[config.mk]
export PLATFORM = sky130hd
export DESIGN_NAME = mu_serial_core
export DESIGN_NICKNAME = d
export VERILOG_FILES = /design/src/rtl/mu_pkg.sv /design/src/rtl/mu_baud.sv /design/src/rtl/mu_fifo.sv /design/src/rtl/mu_tx.sv /design/src/rtl/mu_rx.sv /design/src/rtl/mu_serial_core.sv
export SDC_FILE = /design/constraint.sdc
export NUM_CORES = 1
export LEC_CHECK = 0
export BUFFER_PORTS_ARGS = -buffer_cell sky130_fd_sc_hd__buf_2
export CORE_MARGIN = 3
export CORE_UTILIZATION = 48
export DETAILED_ROUTE_END_ITERATION = 8
export HOLD_SLACK_MARGIN = 0.08
export PLACE_DENSITY_LB_ADDON = 0.08
export SYNTH_ARGS = -nofsm -noshare
export SYNTH_HDL_FRONTEND = slang
export SYNTH_HIERARCHICAL = 1
export SYNTH_SLANG_ARGS = --single-unit
[constraint.sdc]
create_clock -name clk -period 11.45 [get_ports clk]
set_input_delay 1.145 -clock clk [delete_from_list [all_inputs] [get_ports clk]]
set_output_delay 1.145 -clock clk [all_outputs]
set_load 0.05 [all_outputs]
[src/rtl/mu_pkg.sv]
package mu_pkg;

  typedef enum logic [1:0] {
    RX_IDLE  = 2'd0,
    RX_START = 2'd1,
    RX_DATA  = 2'd2,
    RX_STOP  = 2'd3
  } rx_state_e;

  // Number of data bits carried by a frame.
  function automatic logic [3:0] data_bits(input logic len8);
    return len8 ? 4'd8 : 4'd7;
  endfunction

  // Index of the stop bit within the frame (start bit is index 0).
  function automatic logic [3:0] stop_index(input logic len8);
    return data_bits(len8) + 4'd1;
  endfunction

  // Bits after the start bit, LSB first order, stop bit(s) at the top.
  function automatic logic [8:0] frame_tail(input logic [7:0] b, input logic len8);
    return len8 ? {1'b1, b} : {2'b11, b[6:0]};
  endfunction

  // Align a received shift register to the byte seen by the consumer.
  function automatic logic [7:0] rx_align(input logic [7:0] sh, input logic len8);
    return len8 ? sh : {1'b0, sh[7:1]};
  endfunction

endpackage

[src/rtl/mu_baud.sv]
module mu_baud #(
  parameter int DIV_W = 16
) (
  input  logic             clk,
  input  logic             rst_n,
  input  logic [DIV_W-1:0] div,
  output logic             tick
);
  logic [DIV_W-1:0] cnt;
  logic [DIV_W-1:0] lim;

  assign lim  = (div == '0) ? '0 : div - 1'b1;
  assign tick = (cnt >= lim);

  always_ff @(posedge clk or negedge rst_n) begin
    if (!rst_n)    cnt <= '0;
    else if (tick) cnt <= '0;
    else           cnt <= cnt + 1'b1;
  end

  p_tick_period_r2: assert property (@(posedge clk) disable iff (!rst_n)
    tick |=> (cnt == '0));
endmodule

[src/rtl/mu_fifo.sv]
module mu_fifo #(
  parameter int W     = 8,
  parameter int DEPTH = 8,
  localparam int PW   = (DEPTH > 1) ? $clog2(DEPTH) : 1,
  localparam int CW   = $clog2(DEPTH + 1)
) (
  input  logic          clk,
  input  logic          rst_n,
  input  logic          push,
  input  logic [W-1:0]  din,
  input  logic          pop,
  output logic [W-1:0]  dout,
  output logic          empty,
  output logic          full,
  output logic [CW-1:0] count
);
  logic [W-1:0]  mem [DEPTH];
  logic [PW-1:0] wp, rp;
  logic          do_push, do_pop;

  assign empty   = (count == '0);
  assign full    = (count == CW'(DEPTH));
  assign do_push = push && !full;
  assign do_pop  = pop && !empty;
  assign dout    = mem[rp];

  function automatic logic [PW-1:0] nxt(input logic [PW-1:0] p);
    return (p == PW'(DEPTH - 1)) ? '0 : p + 1'b1;
  endfunction

  always_ff @(posedge clk) begin
    if (do_push) mem[wp] <= din;
  end

  always_ff @(posedge clk or negedge rst_n) begin
    if (!rst_n) begin
      wp    <= '0;
      rp    <= '0;
      count <= '0;
    end else begin
      if (do_push) wp <= nxt(wp);
      if (do_pop)  rp <= nxt(rp);
      case ({do_push, do_pop})
        2'b10:   count <= count + 1'b1;
        2'b01:   count <= count - 1'b1;
        default: count <= count;
      endcase
    end
  end

  p_no_overflow_r4: assert property (@(posedge clk) disable iff (!rst_n)
    (full && push && !pop) |=> full);
  p_no_underflow_r5: assert property (@(posedge clk) disable iff (!rst_n)
    (empty && pop && !push) |=> empty);
endmodule

[src/rtl/mu_tx.sv]
module mu_tx
  import mu_pkg::*;
#(
  parameter int OSR = 8,
  localparam int OW = $clog2(OSR)
) (
  input  logic       clk,
  input  logic       rst_n,
  input  logic       tick,
  input  logic       tx_en,
  input  logic       len8,
  input  logic       afc_tx,
  input  logic       cts,
  input  logic       q_empty,
  input  logic [7:0] q_data,
  output logic       tx_start,
  output logic       busy,
  output logic       line
);
  logic [8:0]    sh;
  logic [3:0]    bitn;
  logic [OW-1:0] sub;
  logic          may_send;

  assign may_send = tx_en && !q_empty && (!afc_tx || cts);
  assign tx_start = tick && !busy && may_send;

  always_ff @(posedge clk or negedge rst_n) begin
    if (!rst_n) begin
      busy <= 1'b0;
      sh   <= '1;
      bitn <= '0;
      sub  <= '0;
      line <= 1'b1;
    end else if (tx_start) begin
      busy <= 1'b1;
      sh   <= frame_tail(q_data, len8);
      bitn <= '0;
      sub  <= '0;
      line <= 1'b0;
    end else if (busy && tick) begin
      if (sub == OW'(OSR - 1)) begin
        sub <= '0;
        if (bitn == stop_index(len8)) begin
          busy <= 1'b0;
          line <= 1'b1;
        end else begin
          bitn <= bitn + 1'b1;
          line <= sh[0];
          sh   <= {1'b1, sh[8:1]};
        end
      end else begin
        sub <= sub + 1'b1;
      end
    end
  end

  p_line_idle_high_r10: assert property (@(posedge clk) disable iff (!rst_n)
    !busy |-> line);
  p_bit_hold_r2: assert property (@(posedge clk) disable iff (!rst_n)
    (busy && !tick) |=> $stable(line));
endmodule

[src/rtl/mu_rx.sv]
module mu_rx
  import mu_pkg::*;
#(
  parameter int OSR = 8,
  localparam int OW = $clog2(OSR)
) (
  input  logic       clk,
  input  logic       rst_n,
  input  logic       tick,
  input  logic       rx_en,
  input  logic       len8,
  input  logic       rxd_s,
  output logic       push,
  output logic [7:0] push_data
);
  rx_state_e     st;
  logic [7:0]    sh;
  logic [3:0]    bitn;
  logic [OW-1:0] sub;
  logic          at_half, at_full;

  assign at_half   = (sub == OW'(OSR / 2 - 1));
  assign at_full   = (sub == OW'(OSR - 1));
  assign push      = rx_en && tick && (st == RX_STOP) && at_full;
  assign push_data = rx_align(sh, len8);

  always_ff @(posedge clk or negedge rst_n) begin
    if (!rst_n) begin
      st   <= RX_IDLE;
      sh   <= '0;
      bitn <= '0;
      sub  <= '0;
    end else if (!rx_en) begin
      st  <= RX_IDLE;
      sub <= '0;
    end else if (tick) begin
      case (st)
        RX_IDLE: begin
          sub <= '0;
          if (!rxd_s) st <= RX_START;
        end
        RX_START: begin
          if (at_half) begin
            sub  <= '0;
            bitn <= '0;
            st   <= rxd_s ? RX_IDLE : RX_DATA;
          end else begin
            sub <= sub + 1'b1;
          end
        end
        RX_DATA: begin
          if (at_full) begin
            sub <= '0;
            sh  <= {rxd_s, sh[7:1]};
            if (bitn == data_bits(len8) - 4'd1) st <= RX_STOP;
            else bitn <= bitn + 1'b1;
          end else begin
            sub <= sub + 1'b1;
          end
        end
        RX_STOP: begin
          if (at_full) begin
            sub <= '0;
            st  <= RX_IDLE;
          end else begin
            sub <= sub + 1'b1;
          end
        end
        default: st <= RX_IDLE;
      endcase
    end
  end

  p_rx_off_idle_r10: assert property (@(posedge clk) disable iff (!rst_n)
    !rx_en |=> (st == RX_IDLE));
  p_push_only_enabled_r10: assert property (@(posedge clk) disable iff (!rst_n)
    push |-> rx_en);
endmodule

[src/rtl/mu_serial_core.sv]
module mu_serial_core
  import mu_pkg::*;
#(
  parameter int DEPTH = 8,
  parameter int DIV_W = 16,
  parameter int OSR   = 8,
  localparam int CW   = $clog2(DEPTH + 1)
) (
  input  logic             clk,
  input  logic             rst_n,
  input  logic [DIV_W-1:0] cfg_div,
  input  logic             cfg_len8,
  input  logic             tx_en,
  input  logic             rx_en,
  input  logic             brk,
  input  logic             rts_sw,
  input  logic             afc_rx,
  input  logic             afc_tx,
  input  logic [CW-1:0]    afc_level,
  input  logic             cts,
  input  logic             tx_push,
  input  logic [7:0]       tx_data,
  output logic             tx_full,
  output logic [CW-1:0]    tx_level,
  output logic             tx_idle,
  input  logic             rx_pop,
  output logic [7:0]       rx_data,
  output logic             rx_valid,
  output logic [CW-1:0]    rx_level,
  input  logic             stat_rd,
  output logic             overrun,
  input  logic             rxd,
  output logic             txd,
  output logic             rts
);
  logic       tick;
  logic       tx_start, tx_busy, tx_line;
  logic       txq_empty;
  logic [7:0] txq_data;
  logic       rx_push_evt, rxq_empty, rxq_full, rx_drop;
  logic [7:0] rx_push_data;
  logic [1:0] rxd_sync;

  mu_baud #(.DIV_W(DIV_W)) u_baud (
    .clk(clk), .rst_n(rst_n), .div(cfg_div), .tick(tick)
  );

  mu_fifo #(.W(8), .DEPTH(DEPTH)) u_txq (
    .clk(clk), .rst_n(rst_n),
    .push(tx_push), .din(tx_data),
    .pop(tx_start), .dout(txq_data),
    .empty(txq_empty), .full(tx_full), .count(tx_level)
  );

  mu_tx #(.OSR(OSR)) u_tx (
    .clk(clk), .rst_n(rst_n), .tick(tick),
    .tx_en(tx_en), .len8(cfg_len8), .afc_tx(afc_tx), .cts(cts),
    .q_empty(txq_empty), .q_data(txq_data),
    .tx_start(tx_start), .busy(tx_busy), .line(tx_line)
  );

  always_ff @(posedge clk or negedge rst_n) begin
    if (!rst_n) rxd_sync <= 2'b11;
    else        rxd_sync <= {rxd_sync[0], rxd};
  end

  mu_rx #(.OSR(OSR)) u_rx (
    .clk(clk), .rst_n(rst_n), .tick(tick),
    .rx_en(rx_en), .len8(cfg_len8), .rxd_s(rxd_sync[1]),
    .push(rx_push_evt), .push_data(rx_push_data)
  );

  mu_fifo #(.W(8), .DEPTH(DEPTH)) u_rxq (
    .clk(clk), .rst_n(rst_n),
    .push(rx_push_evt), .din(rx_push_data),
    .pop(rx_pop), .dout(rx_data),
    .empty(rxq_empty), .full(rxq_full), .count(rx_level)
  );

  assign rx_drop  = rx_push_evt && rxq_full;
  assign rx_valid = !rxq_empty;
  assign tx_idle  = txq_empty && !tx_busy;
  assign txd      = brk ? 1'b0 : tx_line;
  assign rts      = afc_rx ? (rx_level < afc_level) : rts_sw;

  always_ff @(posedge clk or negedge rst_n) begin
    if (!rst_n)       overrun <= 1'b0;
    else if (rx_drop) overrun <= 1'b1;
    else if (stat_rd) overrun <= 1'b0;
  end

  p_overrun_sticky_r6: assert property (@(posedge clk) disable iff (!rst_n)
    (overrun && !stat_rd) |=> overrun);
  p_drop_keeps_full_r6: assert property (@(posedge clk) disable iff (!rst_n)
    (rx_drop && !rx_pop) |=> (rx_level == CW'(DEPTH)));
  p_cts_hold_r9: assert property (@(posedge clk) disable iff (!rst_n)
    tx_start |-> (!afc_tx || cts));
  p_break_line_r7: assert property (@(posedge clk) disable iff (!rst_n)
    brk |-> !txd);
endmodule

==> flow_summary.json <==
{
  "viasPerCell": 5.574,
  "core_um2": 20360,
  "postCtsResizedCells": 0,
  "first_pass_iters": 4,
  "synth.distinct_cells": 78,
  "internal-power_mw": 1.555,
  "clk_latency_ps": 490,
  "critPathArrivalTime_ps": 6650,
  "cp-start-kind": "primary input",
  "routed_wl_mm": 18.41,
  "ys_top_cells_by_area": "edfxtp_1 38%, dfrtp_1 16%, ha_1 5.5%, mux4_1 4.2%, mux4_2 3.6%",
  "drive_above_1_share_pct": 24.55,
  "synth_common_cells": "128 x edfxtp_1, 62 x dfrtp_1, 44 x ha_1, 43 x nand2_1, 32 x inv_1",
  "crit_chain": "buf_2 > or4_4 > nor4b_4 > nand3_2 > or2b_1 > ha_1 > a2111oi_0 > nor4b_2 > buf_4 > or3_1 > o2111ai_1 > inv_2 > o41ai_2 > inv_1 > ha_1 > ha_1 > or4b_2 > o311ai_0 > o211ai_1",
  "area_growth_pct": 12.31,
  "p_leak_nw": 4.378,
  "setup_tns_ps": 0,
  "finalPower_mw": 2.261,
  "timing.hold.ws_ps": 356.6,
  "setup_viol": 0,
  "io_buffers": 63,
  "power_density_nw_per_um2": 201.3,
  "endpoint_kind": "register",
  "swShare_pct": 31.22,
  "syn-cell-area_um2": 10000,
  "post-cts-setup-buffers": 0,
  "maxCapViolations": 0,
  "syn_area_per_cell_um2": 14.49,
  "synth_area_leader_cell": "edfxtp_1",
  "cts_max_level": 1,
  "skew_ps": 15.95,
  "insertedDiodeCount": 0,
  "cts-buffers-inserted": 22,
  "ys.flop_type": "edfxtp_1",
  "relSlewSlack_pct": 13.07,
  "antenna_found_initial": 0,
  "cts-root-buf": "clkbuf_16",
  "ys_seq_elements": 201,
  "finalCriticalPeriod_ps": 6296,
  "seq_power_share_pct": 45.7,
  "final.period_utilization_pct": 54.98,
  "drc": 0,
  "clock_sinks": 201,
  "path_class": "primary input to register",
  "grt_max_degree": 74,
  "synth_most_common_cell": "edfxtp_1",
  "wl_per_cell_um": 17.57,
  "status": "finished clean",
  "hp-class": "register to register",
  "slowest_delay_ps": 650,
  "rows": 52,
  "combPwrFrac_pct": 24.4,
  "peakVddDrop_v": 0.0001967,
  "path_max_fanout": 23,
  "switchingPower_mw": 0.7058,
  "postCtsHoldBufs": 0,
  "vias": 5842,
  "fmax_mhz": 158.8,
  "die_w_um": 150.3,
  "fill_cells": 1670,
  "critPathBufInv": 4,
  "die_h_um": 150.3,
  "rsz0062_at_grt": "no",
  "slew_viol_final": 0,
  "pwr-share-clk_pct": 29.9,
  "cpLargestDelayFamily": "simple AND/OR/NAND/NOR gates",
  "path_clk_slew_ps": 60,
  "drtIter0Drc": 282,
  "io_pins": 64,
  "synth-async-reset-ratio_pct": 36.32,
  "cts_tree": "yes",
  "dieArea_um2": 22600,
  "grt_pass1_wl_mm": 30.00,
  "hold_viol_final": 0,
  "netlist_instances": 690,
  "dp.cells": 1008,
  "worst_pin_slew_ps": 1294,
  "cts_max_path_buffers": 3,
  "cpMaxStageDelayCell": "or4b_2",
  "globalplace.congestion": 0.7851,
  "ys_warn_count": 6,
  "ant_nets": 0,
  "synth_top_area_share_pct": 38.44,
  "crit_required_ps": 11800,
  "gr-total-overflow": 0,
  "floorplan.initialDensity_pct": 49.10,
  "synth_nets": 778,
  "ys_seq_area_share_pct": 56.84,
  "layout.nets": 850,
  "critical_path.most_common_cell": "ha_1",
  "grt_pass1_vias": 5943,
  "track_usage_pct": 16.54,
  "synth-edff-count": 128,
  "post-dp-hpwl_mm": 12.66,
  "fin_cells": 1048
}
## state kept, by name, summed over array words and instances, names as in the netlist
name / cells
u_txq/count: 4
u_rx/st: 2
u_txq/wp: 3
u_rx/sub: 3
u_rxq/rp: 3
u_txq/mem: 64
u_rxq/wp: 3
u_baud/cnt: 16
u_rx/bitn: 4
u_txq/rp: 3
u_rxq/count: 4
u_tx/line: 1
u_tx/sh: 8
rxd_sync: 2
u_tx/sub: 3
overrun: 1
u_rxq/mem: 64
u_rx/sh: 8
u_tx/busy: 1
u_tx/bitn: 4
## logic make-up (layout without fill, tap and decap cells)
kind of cell	after synthesis	in the layout	synth area share [%]
compound gates	70	70	5.280
mux	82	82	14.08
fa+ha+maj	46	46	5.906
flops	201	201	56.84
simple gates	201	201	11.84
xor+xnor	31	31	2.790
buf+inv	59	147	3.266
## final timing paths
kind | start | end | slack, ps | cells past startpoint
max | cfg_div[11] | u_txq/count[3]$_DFFE_PN0P_ | 5150 | 19
min | rxd_sync[0]$_DFF_PN1_ | rxd_sync[1]$_DFF_PN1_ | 360 | 0
max reg2reg | u_baud/cnt[0]$_DFF_PN0_ | u_txq/count[3]$_DFFE_PN0P_ | 6670 | 16
min reg2reg | rxd_sync[0]$_DFF_PN1_ | rxd_sync[1]$_DFF_PN1_ | 360 | 0
max in group asynchronous | rst_n | u_tx/bitn[0]$_DFFE_PN0P_ | 10040 | 1
min in group asynchronous | rst_n | u_rxq/count[0]$_DFFE_PN0P_ | 770 | 1
## stage by stage
stage / instance area (um^2) / setup WS [ps] / util [%]
2_1_floorplan: 10000 / 5514 / -
3_3_place_gp: 10540 / 4902 / 51.73
3_5_place_dp: 10540 / 4652 / 51.73
4_1_cts: 11230 / 5172 / 55.15
5_1_grt: 11230 / 4664 / 55.15
6_report: 11230 / 5154 / 55.15
## area by class of cell
type	count	area, um^2	share of cell area, %
clock buffers	28	594.3	5.292
clock inverters	12	101.3	0.9024
inverters	33	123.9	1.103
multi-input cells	430	3989	35.52
flip-flops and latches	201	5684	50.61
well taps	270	337.8	3.008
repair buffers	74	400.4	3.565
## power groups by stage
stage	clock network [mW]	logic, mW	registers (mW)
floorplan	0	0.471	1.00
CTS	0.696	0.559	1.04
detailed placement	0	0.558	1.05
global route	0.726	0.609	1.06
global placement	0	0.536	1.05
finish	0.676	0.551	1.03
## metal layers
metal	part of all wire (%)	up-vias	GRT usage, %
met4	1.9	0	4.163
met1	46	2880	22.47
li1	-	2829	-
met5	0	-	0
met3	3.5	26	2.348
met2	48	107	28.21
## worst reg2reg max path, stage by stage, from the launching register on
cell and delay [ps]:
dfrtp_1 390, inv_1 80, ha_1 280, nand2b_1 140, a2111oi_0 550, nor4b_2 90, buf_4 210, or3_1 560
o2111ai_1 240, inv_2 250, o41ai_2 170, inv_1 110, ha_1 300, ha_1 370, or4b_2 650, o311ai_0 130
o211ai_1 140
## layout by cell type (no fill, tap or decap), types with 8 or more instances in the layout
master / instances
xor2_1: 8
o21ai_0: 13
a21oi_1: 13
dfrtp_1: 62
nand3_1: 20
nor2_1: 22
nand2_1: 43
mux2_2: 22
nand4_1: 10
mux4_2: 16
buf_2: 62
nor3_1: 16
nand2b_1: 8
dfstp_2: 11
edfxtp_1: 128
ha_1: 44
xnor2_1: 22
inv_1: 32
nor3b_1: 14
mux4_1: 16
buf_4: 12
mux2_4: 19
nor4_1: 29
clkbuf_16: 23
(Power assumes the default switching activity.)
